--- src/rtl/dma_basereg_pkg.sv ---
package dma_basereg_pkg;

  typedef enum logic {
    HALF_LO = 1'b0,
    HALF_HI = 1'b1
  } half_e;

  // A clear command has priority over the toggle of an access.
  function automatic half_e next_half(half_e cur, logic access, logic clear);
    if (clear)
      return HALF_LO;
    if (access)
      return (cur == HALF_LO) ? HALF_HI : HALF_LO;
    return cur;
  endfunction

endpackage

--- src/rtl/dma_byte_ptr.sv ---
module dma_byte_ptr
  import dma_basereg_pkg::*;
(
  input  logic  clk,
  input  logic  rst,
  input  logic  access,
  input  logic  clear,
  output half_e half_q
);

  always_ff @(posedge clk) begin
    if (rst)
      half_q <= HALF_LO;
    else
      half_q <= next_half(half_q, access, clear);
  end

endmodule

--- src/rtl/dma_chan_pair.sv ---
module dma_chan_pair
  import dma_basereg_pkg::*;
#(
  parameter int DATA_W = 8
) (
  input  logic                  clk,
  input  logic                  rst,
  input  logic                  wr_addr,
  input  logic                  wr_cnt,
  input  half_e                 half,
  input  logic [DATA_W-1:0]     wdata,
  output logic [2*DATA_W-1:0]   addr_q,
  output logic [2*DATA_W-1:0]   cnt_q
);

  localparam int WORD_W = 2 * DATA_W;

  function automatic logic [WORD_W-1:0] merge_byte(logic [WORD_W-1:0] old,
                                                   half_e h,
                                                   logic [DATA_W-1:0] b);
    logic [WORD_W-1:0] r;
    r = old;
    if (h == HALF_HI)
      r[WORD_W-1:DATA_W] = b;
    else
      r[DATA_W-1:0] = b;
    return r;
  endfunction

  always_ff @(posedge clk) begin
    if (rst) begin
      addr_q <= '0;
      cnt_q  <= '0;
    end else begin
      if (wr_addr)
        addr_q <= merge_byte(addr_q, half, wdata);
      if (wr_cnt)
        cnt_q <= merge_byte(cnt_q, half, wdata);
    end
  end

endmodule

--- src/rtl/dma_mask_reg.sv ---
module dma_mask_reg #(
  parameter int CH_COUNT = 4
) (
  input  logic                clk,
  input  logic                rst,
  input  logic                mask_clr,
  input  logic                master_clr,
  output logic [CH_COUNT-1:0] mask_q
);

  always_ff @(posedge clk) begin
    if (rst || master_clr)
      mask_q <= '1;
    else if (mask_clr)
      mask_q <= '0;
  end

endmodule

--- src/rtl/dma_basereg_port.sv ---
module dma_basereg_port
  import dma_basereg_pkg::*;
#(
  parameter int CH_COUNT = 4,
  parameter int DATA_W   = 8
) (
  input  logic                          clk,
  input  logic                          rst,
  input  logic [$clog2(CH_COUNT):0]     reg_sel,
  input  logic                          wr_stb,
  input  logic                          rd_stb,
  input  logic [DATA_W-1:0]             wr_data,
  output logic [DATA_W-1:0]             rd_data,
  input  logic                          clr_ptr_stb,
  input  logic                          mask_clr_stb,
  input  logic                          master_clr_stb,
  output logic [CH_COUNT-1:0]           mask_bits
);

  localparam int CH_W   = $clog2(CH_COUNT);
  localparam int SEL_W  = CH_W + 1;
  localparam int WORD_W = 2 * DATA_W;

  function automatic logic [CH_W-1:0] sel_chan(logic [SEL_W-1:0] s);
    return s[SEL_W-1:1];
  endfunction

  function automatic logic sel_is_cnt(logic [SEL_W-1:0] s);
    return s[0];
  endfunction

  function automatic logic [DATA_W-1:0] pick_byte(logic [WORD_W-1:0] w, half_e h);
    return (h == HALF_HI) ? w[WORD_W-1:DATA_W] : w[DATA_W-1:0];
  endfunction

  // Named internal events, visible to the bound checker.
  logic  access_evt;
  logic  ptr_clear_evt;
  logic  ptr_hi;
  half_e half_q;

  assign access_evt    = wr_stb | rd_stb;
  assign ptr_clear_evt = clr_ptr_stb | master_clr_stb;
  assign ptr_hi        = (half_q == HALF_HI);

  dma_byte_ptr u_ptr (
    .clk    (clk),
    .rst    (rst),
    .access (access_evt),
    .clear  (ptr_clear_evt),
    .half_q (half_q)
  );

  dma_mask_reg #(.CH_COUNT(CH_COUNT)) u_mask (
    .clk        (clk),
    .rst        (rst),
    .mask_clr   (mask_clr_stb),
    .master_clr (master_clr_stb),
    .mask_q     (mask_bits)
  );

  logic [WORD_W-1:0] addr_words [CH_COUNT];
  logic [WORD_W-1:0] cnt_words  [CH_COUNT];

  for (genvar g = 0; g < CH_COUNT; g++) begin : g_chan
    logic hit;
    assign hit = wr_stb && (sel_chan(reg_sel) == CH_W'(g));

    dma_chan_pair #(.DATA_W(DATA_W)) u_pair (
      .clk     (clk),
      .rst     (rst),
      .wr_addr (hit && !sel_is_cnt(reg_sel)),
      .wr_cnt  (hit &&  sel_is_cnt(reg_sel)),
      .half    (half_q),
      .wdata   (wr_data),
      .addr_q  (addr_words[g]),
      .cnt_q   (cnt_words[g])
    );
  end

  logic [WORD_W-1:0] sel_word;

  always_comb begin
    if (sel_is_cnt(reg_sel))
      sel_word = cnt_words[sel_chan(reg_sel)];
    else
      sel_word = addr_words[sel_chan(reg_sel)];
    rd_data = pick_byte(sel_word, half_q);
  end

endmodule

--- config.mk ---
export PLATFORM = sky130hd
export DESIGN_NAME = dma_basereg_port
export DESIGN_NICKNAME = d
export VERILOG_FILES = /design/src/rtl/dma_basereg_pkg.sv /design/src/rtl/dma_byte_ptr.sv /design/src/rtl/dma_chan_pair.sv /design/src/rtl/dma_mask_reg.sv /design/src/rtl/dma_basereg_port.sv
export SDC_FILE = /design/constraint.sdc
export NUM_CORES = 1
export LEC_CHECK = 0
export BUFFER_PORTS_ARGS = -buffer_cell sky130_fd_sc_hd__buf_2
export CELL_PAD_IN_SITES_DETAIL_PLACEMENT = 1
export CELL_PAD_IN_SITES_GLOBAL_PLACEMENT = 1
export CORE_MARGIN = 1.5
export CORE_UTILIZATION = 42
export CTS_CLUSTER_SIZE = 20
export DETAILED_ROUTE_END_ITERATION = 6
export MAX_ROUTING_LAYER = met4
export PLACE_DENSITY_LB_ADDON = 0.1
export SKIP_LAST_GASP = 1
export SYNTH_ARGS = -nofsm -noshare
export SYNTH_HDL_FRONTEND = slang
export SYNTH_SLANG_ARGS = --single-unit
--- constraint.sdc ---
create_clock -name clk -period 1.25 [get_ports clk]
set_clock_uncertainty 0.05 [all_clocks]
set_input_delay 0 -clock clk [delete_from_list [all_inputs] [get_ports clk]]
set_output_delay 0 -clock clk [all_outputs]
set_load 0.02 [all_outputs]
# Word level (Yosys, flattened, before mapping)

Index checks and enable logic that the tools add are counted.

Latch bits: 0
Bits in writable memories: 0
Register bits: 133
Output and inout port bits: 12
Bits in read-only memories: 0
Memories kept: 0

Order comparisons: 1
Muxes and demuxes: 18
Multipliers: 0
Equality and inequality tests: 3
Div/mod/pow operators: 0
Reduce and logical (&&, ||, !) cells: 32
Shifts and indexed selects: 0
$add $sub $neg: 0
Bitwise gates (word level): 4

Operators by type and width:

| kind                                                      | number |
|---|---|
| two-way mux 16 bit                                        | 5 |
| binary-select mux 16 bit (select 2 bit)                   | 2 |
| AND reduction 2 bit                                       | 16 |
| logical AND 1 bit                                         | 12 |
| two-way mux 1 bit                                         | 10 |
| two-way mux 8 bit                                         | 1 |
| equality test 2 bit (second input constant)               | 2 |
| greater-or-equal comparator 3 bit (second input constant) | 1 |
| NOT 2 -> 3 bit                                            | 1 |
| equality test 2 x 1 -> 1 bit (second input constant)      | 1 |
| logical NOT 2 bit                                         | 1 |
| OR 1 bit                                                  | 2 |
| nonzero test 2 bit                                        | 1 |
| logical NOT 1 bit                                         | 1 |
| logical OR 1 bit                                          | 1 |
| NOT 1 bit                                                 | 1 |

# Depth between registers and ports, before layout

Gate-level depths: netlist of the first run.

Depth in word-level cells: 7
Gate-level depth with buffers: 6

# Modules after synthesis

From an unflattened synthesis of the first run, not the netlist that was laid out.

Cell total of the unflattened synthesis: 564
Area total of the unflattened synthesis: 6,404.9 um^2

By module, submodules not included:

| module           | times used | area each (um^2) | sequential area each (um^2) | cells each |
|---|---|---|---|---|
| dma_chan_pair    | 4          | 1,300.0          | 640.6                       | 117 |
| dma_basereg_port | 1          | 1,111.1          | 0.0                         | 86 |
| dma_mask_reg     | 1          | 55.1             | 20.0                        | 7 |
| dma_byte_ptr     | 1          | 38.8             | 20.0                        | 3 |

# Least setup slack after synthesis of the first run

OpenSTA, ideal clock, no wires.

Kind: register to register
Start: reg u_ptr.half_q
End: reg g_chan[1].u_pair.addr_q[10]
Clock period less this slack: 1.294 ns
Buffers on the path: 3
Cell stages (with the launch flop): 7
Data arrival time: 1.174 ns
Data required time: 1.130 ns
Path slack: -0.044 ns
Cell sequence: dfxtp_1 buf_2 nor2b_1 clkbuf_1 buf_2 nand3_1 a21oi_1

Word-level cells in the longest chain between the ends: 1

RTL lines:

| what                                 | RTL line            | RTL |
|---|---|---|
| start: declaration                   | dma_byte_ptr.sv:8   | `output half_e half_q` |
| start signal: assignment             | dma_byte_ptr.sv:15  | `half_q <= next_half(half_q, access, clear);` |
| AND reduction 2 bit (no source line) | -                   |  |
| end signal: assignment               | dma_chan_pair.sv:36 | `addr_q <= merge_byte(addr_q, half, wdata);` |
| end: declaration                     | dma_chan_pair.sv:12 | `output logic [2*DATA_W-1:0] addr_q,` |

No other way between the ends.
A chain may end at the register's enable or synchronous reset.

# Worst setup path after layout of the first run

Start: reg g_chan[0].u_pair.addr_q[7]
End: out rd_data[7]

Word-level cells in the longest chain between the ends: 5

RTL lines:

| what                                                  | RTL line               | RTL |
|---|---|---|
| start: declaration                                    | dma_chan_pair.sv:12    |  |
| start signal: assignment                              | dma_chan_pair.sv:36    |  |
| binary-select mux 16 bit (select 2 bit)               | dma_basereg_port.sv:87 | `sel_word = addr_words[sel_chan(reg_sel)];` |
| two-way mux 16 bit (not written as such) (2 in a row) | dma_basereg_port.sv:87 |  |
| two-way mux 16 bit                                    | dma_basereg_port.sv:84 | `if (sel_is_cnt(reg_sel))` |
| two-way mux 8 bit                                     | dma_basereg_port.sv:33 | `return (h == HALF_HI) ? w[WORD_W-1:DATA_W] : w[DATA_W-1:0];` |
| end: declaration                                      | dma_basereg_port.sv:13 | `output logic [DATA_W-1:0] rd_data,` |

No other way between the ends. The select of a mux whose other input is x is not followed.

==> results.ini, run 1 <==
[run_status]
outcome=finished with violations
failed_checks=setup timing

[sta]
holdWs_ps=58.9
final.period_utilization_pct=166
final_max_slew_viol_count=0
hold_violations=0
fin_ws_ps=-823
worst_pin_slew_ps=908
layout_min_cycle_time_ps=2070
setup_viol=137
grt_setup_unrepaired=true
max_freq_ghz=0.482
slew_headroom_pct=39.5

[synthesis]
syn-num-nets=714
synth.cell_area_sq_um=6090
synth_xor_area_share_pct=0.144
synthAdderAreaFrac_pct=0
yosys-top-cells-count=dfxtp_1 (130), nand3_1 (129), a21oi_1 (128)
synth-compound-area-share_pct=23.1
synth_seq_cells=130
async_reset_ff_share_pct=0
synth_top_family_by_area=compound AO/OA/AOI/OAI gates
yosys.area_share.simple_pct=13.4
synth_edf_count=0
synth_area_leaders=dfxtp_1 (43%), nand3_1 (11%), a21oi_1 (11%), o21ai_0 (10%), mux4_1 (6.9%)
syn_avg_cell_area_sq_um=8.76
synth_warnings=0
synthMuxAreaShare_pct=12.9
synth_top_cell_by_area=dfxtp_1
ys_seq_area_share_pct=42.7
synth_top_area_share_pct=42.7
syn_inst=696
synthFlopType=dfxtp_1
synth_cell_types=31
synth.most_common_cell=dfxtp_1

[placed_design]
dp_hpwl_um=12700
placement.io_buffers=29
globalplace.congestion=0.807
post_dp_cell_area_sq_um=6670
dp_slack_ps=-305

[floorplanning]
die_w_um=123
coreArea_sq_um=14000
fp-row-count=43
dieArea_sq_um=15200
pin_count=30
dieHeight_um=123
start_util_pct=43.4

[setup_path]
crit_type=reg -> out
r2r_slack_ps=-670
cp-end-kind=output port
crit_fanout=2
start_kind=register
worstPathRequired_ps=1200
critPathArrivalTime_ps=2020

[finish]
nets=776
syn_to_final_growth_pct=69.9
post-route-util_pct=73.8
diodes=0
fillers=1274
postLayoutCellArea_sq_um=10400
drive_gt1_share_pct=67.1

[detailed_routing]
drc_errors=0
ant_nets=0
wl_per_cell_um=39.2
dr_total_vias=7150
dr.pass1.iters=5
viasPerCell=7.52
wl_um=37300
dr.first_iter.drc_count=814

[global_routing]
grt_pass1_vias=6694
top_usage_layer=met2
grt.met2_usage_pct=60.8
grt_antenna_before_repair=0
use_met3_pct=8.72
grt_first_pass_wirelength_um=41300
grt_use_total_pct=38.5
grt_start_max_net_pins=75
gr-total-overflow=0
use_met1_pct=46.3

[pwr]
total_power_mw=11.8
powerDensity_nw_per_um2=1140
p_leak_nw=3.06
worst_ir_drop_vdd_v=0.00120

[clock_tree]
root_buffer=clkbuf_16
insertion_delay_ps=450
cts_sinks=130
cts_tree=done
cts_max_level=4
cts_inserted_buffers=17
clk_pin_slew_ps=60
clockBufferDepth=2

[hold_path]
hold_class=in -> reg

[job]
cap_violations=0

flip-flops by register name (all words and copies together) (netlist names):
register	count
u_mask.mask_q	1
g_chan.u_pair.addr_q	64
g_chan.u_pair.cnt_q	64
u_ptr.half_q	1
area by class of cell:
| type | instances | area, sq um | share of cell area, % |
|---|---|---|---|
| Multi-Input combinational cell | 465 | 4980 | 48.1 |
| Sequential cell | 130 | 2630 | 25.4 |
| Timing Repair Buffer | 143 | 1880 | 18.1 |
| Clock buffer | 20 | 457 | 4.41 |
| Tap cell | 180 | 225 | 2.17 |
| Clock inverter | 12 | 179 | 1.73 |
| Inverter | 1 | 3.75 | 0.0362 |
what timing repair did:
action,CTS,global route
hold buffers,14,0
setup buffers,20,16
endpoints found under the hold margin,105,0
pin swaps,69,138
resized for setup,268,352
setup endpoints to repair,136,137
cloned,19,5
where the power goes:
| group | internal [mW] | switching, mW |
|---|---|---|
| Combinational | 0.646 | 1.17 |
| Clock | 3.45 | 2.26 |
| Sequential | 4.19 | 0.0538 |
| Total | 8.29 | 3.48 |
metal layers:
metal	vias up	share of wire, %
met5	-	0
met4	0	7.6
met3	243	9.3
met2	571	46
met1	3628	37
li1	2708	-
critical path: stages, from the launching register on:
cell	delay (ps)
dfxtp_2	350
mux4_4	630
a22oi_2	350
nand2_2	100
buf_6	150
stage by stage:
step	std cells	TNS [ps]
floorplan	696	0
global placement	857	-20640
detailed placement	857	-26490
CTS	942	-45220
global route	951	-66500
finish	951	-64620
cells by family after synthesis:
| kind of cell | Yosys count |
|---|---|
| xor gates and xnor gates | 1 |
| muxes | 32 |
| and+or+nand+nor | 159 |
| AOI/OAI and AO/OA | 273 |
| DFF | 130 |
| buffers and inverters | 101 |
cells in the final DEF (no fill, tap or decap), types with 8 or more instances in the layout:
| master | Yosys | final |
|---|---|---|
| o21ai_0 | 123 | 22 |
| buf_16 | 0 | 10 |
| mux4_2 | 15 | 30 |
| nand3_4 | 0 | 67 |
| dfxtp_2 | 0 | 14 |
| buf_4 | 4 | 29 |
| a22oi_2 | 0 | 16 |
| buf_8 | 0 | 8 |
| nand3_2 | 0 | 38 |
| buf_2 | 26 | 21 |
| a21oi_1 | 128 | 26 |
| o21ai_4 | 0 | 24 |
| a21oi_2 | 0 | 101 |
| nand3_1 | 129 | 24 |
| o21ai_2 | 0 | 46 |
| clkbuf_16 | 0 | 20 |
| buf_12 | 2 | 33 |
| dlygate4sd3_1 | 0 | 13 |
| o21ai_1 | 6 | 37 |
| buf_6 | 2 | 26 |
| dfxtp_1 | 130 | 113 |
path summary, 6_finish.rpt:
check,start,endpoint,cells past startpoint
max,g_chan[0].u_pair.addr_q[7]$_SDFFE_PP0P_,rd_data[7],4
min,rst,g_chan[1].u_pair.addr_q[10]$_SDFFE_PP0P_,3
max reg2reg,u_ptr.half_q$_SDFFE_PP0P_,g_chan[0].u_pair.addr_q[7]$_SDFFE_PP0P_,7
min reg2reg,g_chan[3].u_pair.addr_q[0]$_SDFFE_PP0P_,g_chan[3].u_pair.addr_q[0]$_SDFFE_PP0P_,2
No activity file was read; power rests on OpenSTA's default activity.
==> run 2: changes to the inputs <==
--- a/config.mk
+++ b/config.mk
@@ -9,12 +9,14 @@
 export CELL_PAD_IN_SITES_DETAIL_PLACEMENT = 1
 export CELL_PAD_IN_SITES_GLOBAL_PLACEMENT = 1
 export CORE_MARGIN = 1.5
-export CORE_UTILIZATION = 42
+export CORE_UTILIZATION = 45
 export CTS_CLUSTER_SIZE = 20
 export DETAILED_ROUTE_END_ITERATION = 6
 export MAX_ROUTING_LAYER = met4
 export PLACE_DENSITY_LB_ADDON = 0.1
+export REMOVE_ABC_BUFFERS = 1
 export SKIP_LAST_GASP = 1
 export SYNTH_ARGS = -nofsm -noshare
 export SYNTH_HDL_FRONTEND = slang
+export SYNTH_HIERARCHICAL = 1
 export SYNTH_SLANG_ARGS = --single-unit
==> run 2 against run 1 <==
The run still ends with setup timing left. Register-to-register slack better by 630 ps. Wire length is 52% lower. Die area is 1.9% lower. Sequential power hardly changed. Sequential cell count stayed put. Critical endpoint is now rd_data[5]. Highest routed layer unchanged.
==> results.ini, run 2 <==
[run_status]
outcome=finished with violations
failed_checks=setup timing

[clock_tree]
clockBufferDepth=2
insertion_delay_ps=430
cts_max_level=4
cts_tree=done
cts_inserted_buffers=17
cts_sinks=130
clk_pin_slew_ps=60
root_buffer=clkbuf_16

[setup_path]
path_delay_family=multiplexers
reg2reg_depth=4
crit_buf_inv=1
crit_type=reg -> out
slowest_stage=mux4_2
start_kind=register
cp-end-kind=output port
crit_fanout=2
worstPathCellList=mux4_2 > a22oi_2 > nand2_2 > buf_6
critPathArrivalTime_ps=1690
r2r_slack_ps=-40
timing.rr.end=g_chan[2].u_pair/cnt_q[5]$_SDFFE_PP0P_
rr_startpoint=u_ptr/half_q$_SDFFE_PP0P_
startpoint=g_chan[3].u_pair/addr_q[13]$_SDFFE_PP0P_
worstPathRequired_ps=1200
crit_path_max_incr_delay_ps=480

[detailed_routing]
dr.pass1.iters=4
wl_per_cell_um=21.6
wl_um=18000
dr_total_vias=4456
drc_errors=0
viasPerCell=5.33
dr.first_iter.drc_count=217
ant_nets=0

[synthesis]
synth-compound-area-share_pct=1.72
synth_top_area_share_pct=40.6
synth_cell_types=25
synth_top_family_by_area=multiplexers
synth_warnings=6
synth_xor_area_share_pct=0.137
yosys.area_share.simple_pct=20.2
synthFlopType=dfxtp_1
syn_avg_cell_area_sq_um=11.4
synthMuxAreaShare_pct=32.5
synth_seq_cells=130
synth_edf_count=0
synth_top_cell_by_area=dfxtp_1
synthAdderAreaFrac_pct=0
synth_area_leaders=dfxtp_1 (41%), mux2i_1 (20%), nand2b_1 (17%), mux4_2 (6.3%), mux4_1 (5.7%)
syn_inst=564
ys_seq_area_share_pct=40.6
async_reset_ff_share_pct=0
synth.cell_area_sq_um=6400
yosys-top-cells-count=nand2b_1 (171), mux2i_1 (131), dfxtp_1 (130)
synth.most_common_cell=nand2b_1

[floorplanning]
dieArea_sq_um=15000
pin_count=30
die_w_um=122
start_util_pct=46.1
fp-row-count=43
dieHeight_um=122
coreArea_sq_um=13900

[finish]
layout.cells.non_filler=836
final_common_cell=nand2b_1
ff_latch_area_sq_um=2620
diodes=0
nets=664
fillers=1450
multiInputGateArea_sq_um=3570
drive_gt1_share_pct=28.8
syn_to_final_growth_pct=23.5
reg_top3=g_chan.u_pair/addr_q (64), g_chan.u_pair/cnt_q (64)
final_cell_mix=nand2b_1 (169), mux2i_1 (130), dfxtp_1 (121), buf_4 (48), mux4_2 (29)
post-route-util_pct=57.0

[sta]
hold_violations=0
final_max_slew_viol_count=0
layout_min_cycle_time_ps=1740
fin_ws_ps=-490
worst_pin_slew_ps=580
setup_viol=22
grt_setup_unrepaired=true
final.period_utilization_pct=139
slew_headroom_pct=61.1
max_freq_ghz=0.575
finalSetupTns_ps=-3620

[placed_design]
dp_slack_ps=-212
dp_hpwl_um=12500
place_inst=792
placement.io_buffers=29
globalplace.congestion=0.804

[global_routing]
grt_start_max_net_pins=78
grt_use_total_pct=26.6
gr-total-overflow=0
grt_first_pass_wirelength_um=27800
grt_pass1_vias=4849
grt_antenna_before_repair=0

[pwr]
p_leak_nw=3.50
powerDensity_nw_per_um2=1240
total_power_mw=9.79
worst_ir_drop_vdd_v=0.000938

[hold_path]
holdPathEnd=u_ptr/half_q$_SDFFE_PP0P_
hold_class=in -> reg
worstHoldStart=rst
min_path_cells=3

[job]
cap_violations=0

run 2: changes by cell type after synthesis, moves of 25 or more:
cell / delta
nand3_1: -129
clkbuf_1: -43
mux2i_1: +131
a21oi_1: -128
o21ai_0: -123
nand2b_1: +170
buf_2: -25
run 2: cell families after synthesis:
logic type,count (synthesis)
mux,163
flops,130
compound gates,15
simple gates,212
buf+inv,43
xor+xnor,1
run 2: through the flow:
stage / hold slack (ps) / instance area [sq um]
global route: 116 / 7910
CTS: 69.6 / 7890
floorplan: 20.9 / 6100
detailed placement: 135 / 7070
finish: 86.6 / 7910
global placement: 120 / 7070
run 2: how the worst max path moves through the flow:
stage	end	slack [ps]	cells past startpoint
global route	rd_data[5]	-560	4
detailed placement	rd_data[2]	-210	6
CTS	rd_data[5]	-510	4
finish	rd_data[5]	-490	4
global placement	rd_data[2]	-180	6
floorplan	rd_data[3]	-300	3
run 2: timing repair:
item,CTS,global route
endpoints found under the hold margin,127,0
hold buffers,13,0
setup endpoints to repair,85,43
pin swaps,17,3
buffers inserted,2,2
gates resized for setup,60,8
run 2: tightest hold or removal path, delay by kind of cell:
family / cells / cell delay, ps
buf+inv: 2 / 410
simple gates: 1 / 70
run 2: power breakdown:
part | total, mW | leakage (nW) | internal, mW | switching, mW
logic | 0.816 | 2.18 | 0.400 | 0.415
clock network | 4.75 | 0.269 | 2.99 | 1.75
registers | 4.23 | 1.05 | 4.20 | 0.0331
run 2: metal layers:
metal | share of wire, % | wire length, um | global-route usage (%) | up-vias
met4 | 2.6 | 463 | 9.52 | 0
met2 | 51 | 9260 | 44.8 | 70
met3 | 2.9 | 525 | 6.04 | 30
met5 | 0 | 0 | - | -
li1 | - | - | - | 2107
met1 | 43 | 7800 | 31.3 | 2249
run 2: cell type report:
class                   instances  area share (%)
well taps                     180            2.85
repair buffers                105            12.0
inverters                       1          0.0474
multi-input cells             391            45.1
clock buffers                  23            5.91
clock inverters                 6            1.04
flip-flops and latches        130            33.1
